## config.mk

```make
export PLATFORM = sky130hd
export DESIGN_NAME = ringq_chain
export DESIGN_NICKNAME = d
export VERILOG_FILES = /design/src/rtl/ringq_pkg.sv /design/src/rtl/ringq_store.sv /design/src/rtl/ringq_slice.sv /design/src/rtl/ringq_flags.sv /design/src/rtl/ringq_chain.sv
export SDC_FILE = /design/constraint.sdc
export NUM_CORES = 1
export LEC_CHECK = 0
export ABC_AREA = 1
export BUFFER_PORTS_ARGS = -buffer_cell sky130_fd_sc_hd__buf_2
export CAP_MARGIN = 20
export CORE_MARGIN = 3
export CORE_UTILIZATION = 60
export CTS_CLUSTER_SIZE = 8
export DETAILED_ROUTE_END_ITERATION = 12
export PLACE_DENSITY = 0.77
export SYNTH_ARGS = -nofsm -noshare
export SYNTH_HDL_FRONTEND = slang
export SYNTH_SLANG_ARGS = --single-unit
```

## constraint.sdc

```tcl
create_clock -name clk -period 5.9 [get_ports clk]
set_clock_uncertainty 0.05 [all_clocks]
set_input_delay 1.18 -clock clk [delete_from_list [all_inputs] [get_ports clk]]
set_output_delay 1.18 -clock clk [all_outputs]
set_load 0.05 [all_outputs]
```

## src/rtl/ringq_pkg.sv

```systemverilog
package ringq_pkg;

  // write and read tokens travelling together on one ring link
  typedef struct packed {
    logic w;
    logic r;
  } ringq_tok_t;

  function automatic int ptr_bits(input int n);
    return (n > 1) ? $clog2(n) : 1;
  endfunction

endpackage

```

## src/rtl/ringq_store.sv

```systemverilog
module ringq_store #(
  parameter int WIDTH = 8,
  parameter int DEPTH = 4,
  parameter int AW    = 2
) (
  input  logic             clk,
  input  logic             we,
  input  logic [AW-1:0]    waddr,
  input  logic [WIDTH-1:0] wdata,
  input  logic [AW-1:0]    raddr,
  output logic [WIDTH-1:0] rdata
);

  logic [WIDTH-1:0] cells [DEPTH];

  always_ff @(posedge clk) begin
    if (we) cells[waddr] <= wdata;
  end

  assign rdata = cells[raddr];

endmodule

```

## src/rtl/ringq_slice.sv

```systemverilog
module ringq_slice
  import ringq_pkg::*;
#(
  parameter int WIDTH = 8,
  parameter int DEPTH = 4,
  parameter int AW    = ringq_pkg::ptr_bits(DEPTH),
  parameter int CW    = $clog2(DEPTH + 1)
) (
  input  logic             clk,
  input  logic             rst_n,
  input  logic             first_n,
  input  ringq_tok_t       xi,
  output ringq_tok_t       xo,
  input  logic             nxt_free,
  output logic             free,
  input  logic             wr_req,
  input  logic [WIDTH-1:0] wr_data,
  output logic             wr_ok,
  input  logic             rd_req,
  output logic             rd_ok,
  output logic [WIDTH-1:0] rd_data,
  output logic             own_w,
  output logic             own_r,
  output logic [CW-1:0]    occ
);

  localparam logic [AW-1:0] LAST  = AW'(DEPTH - 1);
  localparam logic [CW-1:0] FULLV = CW'(DEPTH);

  logic          wtok, wdone, rtok, rdone;
  logic [AW-1:0] wptr, rptr;
  logic [CW-1:0] cnt;
  logic          wr_fire, rd_fire;

  assign wr_ok   = wtok && !wdone && (cnt != FULLV);
  assign rd_ok   = rtok && !rdone && (cnt != '0);
  assign wr_fire = wr_req && wr_ok;
  assign rd_fire = rd_req && rd_ok;
  assign free    = (cnt != FULLV);
  // a spent write token leaves only when the successor has room
  assign xo.w    = wtok && wdone && nxt_free;
  assign xo.r    = rtok && rdone;
  assign own_w   = wtok;
  assign own_r   = rtok;
  assign occ     = cnt;

  ringq_store #(.WIDTH(WIDTH), .DEPTH(DEPTH), .AW(AW)) u_store (
    .clk  (clk),
    .we   (wr_fire),
    .waddr(wptr),
    .wdata(wr_data),
    .raddr(rptr),
    .rdata(rd_data)
  );

  always_ff @(posedge clk) begin
    if (!rst_n) begin
      wtok  <= !first_n;
      wdone <= 1'b0;
      wptr  <= '0;
    end else begin
      if (wr_fire) begin
        if (wptr == LAST) begin
          wptr  <= '0;
          wdone <= 1'b1;
        end else begin
          wptr <= wptr + 1'b1;
        end
      end
      if (xo.w) wtok <= 1'b0;
      if (xi.w) begin
        wtok  <= 1'b1;
        wdone <= 1'b0;
        wptr  <= '0;
      end
    end
  end

  always_ff @(posedge clk) begin
    if (!rst_n) begin
      rtok  <= !first_n;
      rdone <= 1'b0;
      rptr  <= '0;
    end else begin
      if (rd_fire) begin
        if (rptr == LAST) begin
          rptr  <= '0;
          rdone <= 1'b1;
        end else begin
          rptr <= rptr + 1'b1;
        end
      end
      if (xo.r) rtok <= 1'b0;
      if (xi.r) begin
        rtok  <= 1'b1;
        rdone <= 1'b0;
        rptr  <= '0;
      end
    end
  end

  always_ff @(posedge clk) begin
    if (!rst_n) cnt <= '0;
    else        cnt <= cnt + CW'(wr_fire) - CW'(rd_fire);
  end

  assert_no_overflow_R3: assert property (@(posedge clk) disable iff (!rst_n)
    cnt <= FULLV);

  assert_write_lands_R2: assert property (@(posedge clk) disable iff (!rst_n)
    wr_fire |=> (cnt != '0));

endmodule

```

## src/rtl/ringq_flags.sv

```systemverilog
module ringq_flags #(
  parameter int SLICES = 4,
  parameter int CW     = 3,
  parameter int TOTAL  = 16
) (
  input  logic [CW-1:0] occ [SLICES],
  output logic          empty_n,
  output logic          half_n,
  output logic          full_n
);

  localparam int TW = $clog2(TOTAL + 1);
  localparam logic [TW-1:0] CAPV  = TW'(TOTAL);
  localparam logic [TW-1:0] HALFV = TW'(TOTAL / 2);

  logic [TW-1:0] sum;

  always_comb begin
    sum = '0;
    for (int i = 0; i < SLICES; i++) sum = sum + TW'(occ[i]);
  end

  assign empty_n = (sum != '0);
  assign full_n  = (sum != CAPV);
  assign half_n  = !(sum > HALFV);

endmodule

```

## src/rtl/ringq_chain.sv

```systemverilog
module ringq_chain
  import ringq_pkg::*;
#(
  parameter int WIDTH       = 8,
  parameter int SLICE_DEPTH = 4,
  parameter int SLICES      = 4
) (
  input  logic             clk,
  input  logic             rst_n,
  input  logic             in_valid,
  output logic             in_ready,
  input  logic [WIDTH-1:0] in_data,
  output logic             out_valid,
  input  logic             out_ready,
  output logic [WIDTH-1:0] out_data,
  output logic             empty_n,
  output logic             half_n,
  output logic             full_n
);

  localparam int AW    = ringq_pkg::ptr_bits(SLICE_DEPTH);
  localparam int CW    = $clog2(SLICE_DEPTH + 1);
  localparam int TOTAL = SLICES * SLICE_DEPTH;

  ringq_tok_t        ring   [SLICES];
  logic [WIDTH-1:0]  rdat   [SLICES];
  logic [CW-1:0]     occ    [SLICES];
  logic [SLICES-1:0] free_v, wok_v, rok_v, ownw_v, ownr_v;

  for (genvar g = 0; g < SLICES; g++) begin : g_slice
    localparam int PREV = (g + SLICES - 1) % SLICES;
    localparam int NEXT = (g + 1) % SLICES;

    ringq_slice #(.WIDTH(WIDTH), .DEPTH(SLICE_DEPTH), .AW(AW), .CW(CW)) u_slice (
      .clk     (clk),
      .rst_n   (rst_n),
      .first_n (g != 0),
      .xi      (ring[PREV]),
      .xo      (ring[g]),
      .nxt_free(free_v[NEXT]),
      .free    (free_v[g]),
      .wr_req  (in_valid),
      .wr_data (in_data),
      .wr_ok   (wok_v[g]),
      .rd_req  (out_ready),
      .rd_ok   (rok_v[g]),
      .rd_data (rdat[g]),
      .own_w   (ownw_v[g]),
      .own_r   (ownr_v[g]),
      .occ     (occ[g])
    );
  end

  assign in_ready  = |wok_v;
  assign out_valid = |rok_v;

  always_comb begin
    out_data = '0;
    for (int i = 0; i < SLICES; i++)
      if (ownr_v[i]) out_data = out_data | rdat[i];
  end

  ringq_flags #(.SLICES(SLICES), .CW(CW), .TOTAL(TOTAL)) u_flags (
    .occ    (occ),
    .empty_n(empty_n),
    .half_n (half_n),
    .full_n (full_n)
  );

  assert_one_wtok_R10: assert property (@(posedge clk) disable iff (!rst_n)
    $onehot(ownw_v));

  assert_one_rtok_R10: assert property (@(posedge clk) disable iff (!rst_n)
    $onehot(ownr_v));

  assert_full_blocks_R3: assert property (@(posedge clk) disable iff (!rst_n)
    !full_n |-> !in_ready);

  assert_empty_blocks_R4: assert property (@(posedge clk) disable iff (!rst_n)
    !empty_n |-> !out_valid);

  assert_hold_R2: assert property (@(posedge clk) disable iff (!rst_n)
    (out_valid && !out_ready) |=> (out_valid && $stable(out_data)));

  assert_flag_order_R9: assert property (@(posedge clk) disable iff (!rst_n)
    !full_n |-> !half_n);

endmodule

```

Yosys cells after proc, flatten, opt, wreduce, memory -nomap -nowiden --
Memory sizes are Yosys's and may differ from the RTL's. A register that Yosys moved wholly into a read port is not among the register bits. Cells that the tools add are included.
Word-level totals: bits in registers 44, bits in writable memories 128, input port bits 12, output and inout bits 13, memories kept 4
Memory list:
- g_slice[0].u_slice.u_store.cells | depth 4, width 8, read ports 1, clocked after Yosys merged registers in 1, wr ports 1, RTL line ringq_store.sv:14 | logic [WIDTH-1:0] cells [DEPTH];
- g_slice[1].u_slice.u_store.cells | depth 4, width 8, read ports 1, clocked after Yosys merged registers in 1, wr ports 1, RTL line ringq_store.sv:14
- g_slice[2].u_slice.u_store.cells | depth 4, width 8, read ports 1, clocked after Yosys merged registers in 1, wr ports 1, RTL line ringq_store.sv:14
- g_slice[3].u_slice.u_store.cells | depth 4, width 8, read ports 1, clocked after Yosys merged registers in 1, wr ports 1, RTL line ringq_store.sv:14
Cells by class: add/subtract/negate cells 19, magnitude comparators 1, eq/ne operators 13, multiplexer cells 40, bitwise operators 4, reductions and logical operators 74
Operators by type and width (number):
- logical AND 1 bit | 36
- two-way mux 2 bit | 16
- two-way mux 8 bit | 4
- bitwise OR 8 bit | 3
- two-way mux 1 bit | 20
- adder 2 x 1 -> 2 bit (second input constant) | 8
- == test 2 bit (second input constant) | 8
- AND reduction 2 bit | 8
- OR reduction 2 bit | 8
- adder 3 x 1 -> 3 bit | 4
- != test 3 bit (second input constant) | 4
- nonzero test 2 bit | 6
- nonzero test 3 bit | 4
- subtractor 3 x 1 -> 3 bit | 4
- adder 5 x 3 -> 5 bit | 2
- logical NOT 1 bit | 9
- OR reduction 4 bit | 2
- > comparator 5 x 4 -> 1 bit (second input constant) | 1
- != test 5 bit (second input constant) | 1
- nonzero test 5 bit | 1
- adder 3 x 3 -> 4 bit | 1
- NOT 1 bit | 1

Depth between registers and ports, before layout --
Gate-level depths: netlist of the first run.
depth after elaboration 7, gate-level depth with buffers 13

By module --
Synthesis of the first run repeated with hierarchy kept, for this count alone.
Second synthesis, totals: cells, all modules 1012, area, all modules 8784.7 µm²
Modules (own cells, without submodules):
- ringq_store | instances 4, cells an instance 133, area an instance 1387.6 µm², sequential area each 960.9 µm²
- ringq_slice at g_slice[0].u_slice ... | instances 3, cells an instance 92, area an instance 671.9 µm², sequential area each 240.2 µm²
- ringq_slice at g_slice[3].u_slice | instances 1, cells an instance 85, area an instance 625.6 µm², sequential area each 240.2 µm²
- ringq_chain | instances 1, cells an instance 84, area an instance 320.3 µm², sequential area each 0.0 µm²
- ringq_flags | instances 1, cells an instance 35, area an instance 272.8 µm², sequential area each 0.0 µm²

Worst setup path before layout of the first run --
Ideal clock, no wire load.
path type register to output, start point register g_slice[0].u_slice.cnt[0], end point output port full_n, arrival 2.841 ns, setup slack 1.829 ns, cell stages (with the launch flop) 12, path through dfxtp_1 -> ha_1 -> fa_1 -> inv_1 -> fa_1 -> inv_1 -> ha_1 -> inv_1 -> fa_1 -> nor3b_1 -> and2_1 -> nand2b_1
On the way: word-level cells in the longest chain between the ends 4
RTL lines:
- start, declared | RTL line ringq_slice.sv:32 | logic [CW-1:0] cnt;
- start signal, assigned | RTL line ringq_slice.sv:104 | else cnt <= cnt + CW'(wr_fire) - CW'(rd_fire);
- adder 3 x 3 -> 4 bit | RTL line ringq_flags.sv:20 | for (int i = 0; i < SLICES; i++) sum = sum + TW'(occ[i]);
- adder 5 x 3 -> 5 bit (2 in series) | RTL line ringq_flags.sv:20
- != test 5 bit | RTL line ringq_flags.sv:24 | assign full_n = (sum != CAPV);
- end, declared | RTL line ringq_chain.sv:18 | output logic full_n
No other way between the ends.

Worst setup path after layout of the first run --
start point register g_slice[0].u_slice.cnt[0], end point output port empty_n
On the way: word-level cells in the longest chain between the ends 4
RTL lines:
- adder 3 x 3 -> 4 bit | RTL line ringq_flags.sv:20
- adder 5 x 3 -> 5 bit (2 in series) | RTL line ringq_flags.sv:20
- nonzero test 5 bit | RTL line ringq_flags.sv:23 | assign empty_n = (sum != '0);
- end, declared | RTL line ringq_chain.sv:16 | output logic empty_n,
No other way between the ends.

==> impl_metrics.tcl, run 1 <==
set metrics [dict create \
    cts_made_buffers 17 \
    drt_pre_antenna_iters 5 \
    final_hold_viol_count 0 \
    rsz0062_at_grt "false" \
    ff_latch_area_mm2 0.004885 \
    clk_latency_ns 0.43 \
    gp_congestion 0.8589 \
    cts_setup_buffers 0 \
    die_x_um 123.2 \
    grt_pass1_vias 5490 \
    synthArstFlopShare_pct 0 \
    core_mm2 0.01335 \
    place_inst 990 \
    grt_max_degree 18 \
    h-tree-depth 4 \
    clock-sinks 180 \
    tns_ns 0 \
    grt-ovfl-total 0 \
    hold_class "register to register" \
    slew_headroom_pct 39.71 \
    grt_usage_pct 23.80 \
    start_util_pct 61.74 \
    via_per_inst 5.436 \
    finalSetupViolCount 0 \
    required_ns 4.67 \
    p_total_mw 3.187 \
    worstPathArrival_ns 3.39 \
    die-height_um 123.2 \
    p_leak_nw 3.783 \
    synth-seq-area-share_pct 59.28 \
    start_kind "register" \
    critical_path.max_fanout 3 \
    period_needed_ns 4.621 \
    outcome "completed" \
    wl_per_cell_um 16.22 \
    syn_avg_cell_area_um2 10.12 \
    ctsResizeCount 0 \
    num_vias 5556 \
    criticalPathCategory "register to primary output" \
    grt_pass1_wl_um 27210 \
    synth_edf_count 128 \
    drtAntennaViolNets 0 \
    finalCritPeriodShare_pct 78.32 \
    fillCellCount 988 \
    fmax_ghz 0.2164 \
    fin_nets 888 \
    peakVddDrop_uv 248.7 \
    drc 0 \
    maxCapViolations 0 \
    cts_tree "yes" \
    ys_types 32 \
    diodes 0 \
    crit_path_end_kind "primary output" \
    ios 25 \
    cts_root_buf "clkbuf_16" \
    syn_inst 814 \
    syn_nets 869 \
    syn_area_mm2 0.008240 \
    drt_iter0_drc 525 \
    clockBufferDepth 2 \
    drive_gt1_share_pct 10.17 \
    io_buffer_count 24 \
    ys_warn_count 0 \
    multi_input_area_mm2 0.002634 \
    worst_pin_slew_ns 0.9010 \
    dpl.hpwl_um 11620 \
    routed_wirelength_um 16580 \
    antenna_found_initial 0 \
    ys.flop_type "edfxtp_1" \
    hold_buffers 0 \
    rows 42 \
    clk_pin_slew_ns 0.06 \
    area_growth_pct 9.156 \
    power.density_mw_per_mm2 354.3 \
    ys_ff_latch 180 \
    maxSlewViolCount 0 \
    fin_cells 1022 \
    die_area_mm2 0.01518 \
]
power breakdown:
part / switching [mW] / leakage [nW] / internal [mW]
Sequential: 0.0446 / 1.58 / 1.40
Combinational: 0.398 / 1.90 / 0.143
Clock: 0.457 / 0.308 / 0.740
Total: 0.900 / 3.78 / 2.29
stage by stage:
step	instance area [µm²]	hold WS (ns)	worst slack (ns)	util, %
floorplan	8240	0.3886	1.829	-
global placement	8361	0.4049	1.820	62.64
detailed placement	8361	0.4135	1.731	62.64
CTS	8995	0.4220	1.261	67.39
global route	8995	0.4464	1.036	67.39
finish	8995	0.4188	1.279	67.39
path summary, 6_finish.rpt:
| check | slack [ns] | endpoint | cells after the start | from |
|---|---|---|---|---|
| hold / removal | 0.42 | g_slice[3].u_slice.own_w | 2 | g_slice[3].u_slice.own_w |
| hold reg to reg | 0.42 | g_slice[3].u_slice.own_w | 2 | g_slice[3].u_slice.own_w |
| setup reg to reg | 3.53 | g_slice[3].u_slice.occ[2] | 12 | g_slice[3].u_slice.own_r |
| setup / recovery | 1.28 | empty_n | 12 | g_slice[0].u_slice.occ[0] |
state kept, by name (all words and copies together), names as in the netlist, named ones only:
signal,flops
g_slice.u_slice.occ,12
g_slice.u_slice.own_r,4
g_slice.u_slice.own_w,4
g_slice.u_slice.rdone,4
g_slice.u_slice.rptr,8
g_slice.u_slice.u_store.cells,128
g_slice.u_slice.wdone,4
g_slice.u_slice.wptr,8
final cells by class:
class / instances / share of cell area (%)
multi-input cells: 481 / 29.28
well taps: 176 / 2.448
inverters: 129 / 5.578
repair buffers: 24 / 1.335
clock inverters: 7 / 1.294
flip-flops and latches: 180 / 54.31
clock buffers: 25 / 5.759
cells in the final DEF, fill, tap and decap left out, types with 2 or more instances in the layout:
cell	synthesis	routed
a21boi_1	3	3
a21oi_1	15	15
a21oi_2	3	3
buf_2	5	24
bufinv_16	0	3
clkbuf_1	0	4
clkbuf_16	0	19
clkbuf_8	0	2
clkinv_2	0	2
dfxtp_1	52	52
edfxtp_1	128	128
fa_1	9	9
ha_1	34	34
inv_1	119	119
inv_2	6	6
inv_6	3	3
nand2_1	213	213
nand3_1	99	99
nand3_2	12	12
nand4_1	11	11
nor2_1	48	48
nor2_2	4	4
nor2_4	4	4
o21ai_0	8	8
o21ai_1	5	5
xnor2_1	5	5
synthesized netlist by cell type, types with 6 or more instances:
cell | instances | area share, %
nand2_1 | 213 | 9.7
edfxtp_1 | 128 | 47
inv_1 | 119 | 5.4
nand3_1 | 99 | 6.0
dfxtp_1 | 52 | 13
nor2_1 | 48 | 2.2
ha_1 | 34 | 5.2
a21oi_1 | 15 | 0.91
buf_6 | 14 | 1.9
nand3_2 | 12 | 1.5
nand4_1 | 11 | 0.84
fa_1 | 9 | 2.2
o21ai_0 | 8 | 0.49
inv_2 | 6 | 0.27
cell families (layout without fill, tap and decap cells):
kind of cell,after synthesis,count (layout),share of synthesized area (%)
buf+inv,153,185,8.761
flops,180,180,59.28
simple gates,394,394,21.29
xor+xnor,6,6,0.6377
compound gates,38,38,2.688
fa+ha+maj,43,43,7.349
worst max-delay path: stages (launching register included):
cell and delay, ns:
dfxtp_1 0.33, ha_1 0.24, fa_1 0.48, inv_1 0.05, fa_1 0.42, inv_1 0.08
ha_1 0.18, inv_1 0.06, fa_1 0.47, nor3b_1 0.21, and2_1 0.18, nand2_1 0.05
buf_2 0.21
metal layers:
| metal | GRT usage, % | up-vias | part of all wire [%] | routed length (µm) |
|---|---|---|---|---|
| met5 | 0 | - | 0 | 0 |
| met3 | 4.209 | 29 | 5.3 | 887 |
| li1 | - | 2692 | - | - |
| met4 | 9.273 | 0 | 2.2 | 362 |
| met1 | 31.81 | 2652 | 43 | 7119 |
| met2 | 39.04 | 183 | 50 | 8211 |
No activity file was read; power rests on OpenSTA's default activity.
==> inputs of run 2 (changes only) <==
--- a/config.mk
+++ b/config.mk
@@ -9,10 +9,10 @@
 export BUFFER_PORTS_ARGS = -buffer_cell sky130_fd_sc_hd__buf_2
 export CAP_MARGIN = 20
 export CORE_MARGIN = 3
-export CORE_UTILIZATION = 60
+export CORE_UTILIZATION = 56
 export CTS_CLUSTER_SIZE = 8
 export DETAILED_ROUTE_END_ITERATION = 12
-export PLACE_DENSITY = 0.77
+export PLACE_DENSITY = 0.76
 export SYNTH_ARGS = -nofsm -noshare
 export SYNTH_HDL_FRONTEND = slang
 export SYNTH_SLANG_ARGS = --single-unit
==> constraint.sdc (replaced) <==
create_clock -name clk -period 4.1 [get_ports clk]
set_clock_uncertainty 0.05 [all_clocks]
set_input_delay 0.82 -clock clk [delete_from_list [all_inputs] [get_ports clk]]
set_output_delay 0.82 -clock clk [all_outputs]
set_load 0.05 [all_outputs]
==> run 2 against run 1 <==
Against the previous run: die area up 6.8%; combinational power rose by 48%; first-iteration DRC count is 7.8% lower; largest cell class unchanged; highest routed layer unchanged.
==> impl_metrics.tcl, run 2 (synthesized netlist as in run 1, its figures left out) <==
set metrics [dict create \
    grt_pass1_wl_um 26780 \
    fillCellCount 1105 \
    start_kind "register" \
    rows 43 \
    final_cell_mix "nand2_1, edfxtp_1, inv_1, nand3_1, dfxtp_1" \
    maxCapViolations 0 \
    crit_path_end_kind "primary output" \
    finalSetupViolCount 0 \
    hold_class "register to register" \
    crit_top_cell "fa_1" \
    critical_path.max_fanout 3 \
    slew_headroom_pct 41.14 \
    gp_congestion 0.8177 \
    fmax_ghz 0.2450 \
    cts_root_buf "clkbuf_16" \
    path_buf_inv 4 \
    finish.utilization_pct 63.29 \
    die_x_um 127.3 \
    routed_wirelength_um 16240 \
    core_mm2 0.01415 \
    cts_tree "yes" \
    rsz0062_at_grt "true" \
    io_buffer_count 24 \
    via_per_inst 5.241 \
    place_inst 994 \
    num_vias 5388 \
    worstPathArrival_ns 3.21 \
    cts_made_buffers 17 \
    criticalPathCategory "register to primary output" \
    worst_path_largest_cell_delay_ns 0.48 \
    clk_latency_ns 0.42 \
    required_ns 3.23 \
    antenna_found_initial 0 \
    grt_usage_pct 21.35 \
    clock-sinks 180 \
    clk_pin_slew_ns 0.06 \
    peakVddDrop_uv 314.5 \
    period_needed_ns 4.081 \
    drive_gt1_share_pct 10.61 \
    dpl.hpwl_um 11040 \
    diodes 0 \
    h-tree-depth 4 \
    critPathSlowestCell "fa_1" \
    maxSlewViolCount 0 \
    regMostFlops "g_slice.u_slice.u_store.cells" \
    tns_ns 0 \
    hold_buffers 0 \
    grt-ovfl-total 0 \
    grt_max_degree 18 \
    crit_chain "ha_4 > fa_1 > inv_1 > fa_1 > inv_1 > ha_2 > inv_2 > fa_1 > nor3b_2 > and2_1 > nand2b_1 > buf_6" \
    drt_pre_antenna_iters 5 \
    drc 0 \
    fin_nets 890 \
    ios 25 \
    power.density_mw_per_mm2 487.6 \
    die-height_um 127.3 \
    drt_iter0_drc 484 \
    final_hold_viol_count 0 \
    start_util_pct 58.24 \
    critical_path.top_delay_family "adder cells" \
    die_area_mm2 0.01621 \
    fin_cells 1028 \
    worst_pin_slew_ns 0.8796 \
    outcome "completed" \
    area_growth_pct 8.670 \
    clockBufferDepth 2 \
    largest_register_ffs 128 \
    drtAntennaViolNets 0 \
    finalCritPeriodShare_pct 99.54 \
    wl_per_cell_um 15.80 \
    p_leak_nw 3.752 \
    final_common_cell "nand2_1" \
    grt_pass1_vias 5390 \
]
[run 2: cell type report]
cell class / instances / area [µm²] / share of cell area (%)
Clock buffer: 23 / 447.9 / 5.002
Clock inverter: 9 / 81.33 / 0.9082
Inverter: 129 / 501.7 / 5.603
Multi-Input combinational cell: 481 / 2654 / 29.64
Sequential cell: 180 / 4891 / 54.62
Tap cell: 180 / 225.2 / 2.515
Timing Repair Buffer: 26 / 153.9 / 1.719
[run 2: worst min-delay path, stage by stage, from the launching register on]
cell,delay [ns]
dfxtp_1,0.32
nand2_1,0.06
nand2_1,0.04
[run 2: repair_timing]
| item | CTS | global route |
|---|---|---|
| resized for setup | 9 | 7 |
| buffers inserted | 1 | 1 |
| pin swaps | 0 | 0 |
| endpoints found under the setup margin | 3 | 3 |
[run 2: path summary, 6_finish.rpt]
check                            startpoint                   endpoint  slack, ns  cells past startpoint
setup / recovery  g_slice[1].u_slice.occ[0]                     full_n       0.02                     12
hold / removal     g_slice[3].u_slice.own_w   g_slice[3].u_slice.own_w       0.42                      2
setup reg to reg   g_slice[3].u_slice.own_r  g_slice[3].u_slice.occ[2]       1.74                     12
hold reg to reg    g_slice[3].u_slice.own_w   g_slice[3].u_slice.own_w       0.42                      2
[run 2: through the flow]
step | setup slack, ns | total power, mW | cell area, µm² | hold slack [ns]
final | 0.01866 | 4.366 | 8955 | 0.4171
after global routing | -0.1313 | 4.556 | 8955 | 0.4445
after CTS | 0.01449 | 4.382 | 8935 | 0.4141
after detailed placement | 0.3177 | 2.896 | 8366 | 0.4052
after global placement | 0.3837 | 2.872 | 8366 | 0.4016
after floorplan | 0.3892 | 2.706 | 8240 | 0.3886
[run 2: power breakdown]
part	total, mW	internal [mW]	switching (mW)	leakage [nW]
Combinational	0.799	0.225	0.574	1.92
Sequential	2.09	2.02	0.0660	1.58
Clock	1.48	0.834	0.646	0.256
Total	4.37	3.08	1.29	3.75
[run 2: metal layers]
| metal | vias to the layer above | track usage [%] | routed length (µm) |
|---|---|---|---|
| met1 | 2522 | 29.54 | 7192 |
| met2 | 155 | 34.00 | 7773 |
| li1 | 2690 | - | - |
| met5 | - | 0 | 0 |
| met4 | 0 | 6.372 | 195 |
| met3 | 21 | 4.891 | 1079 |
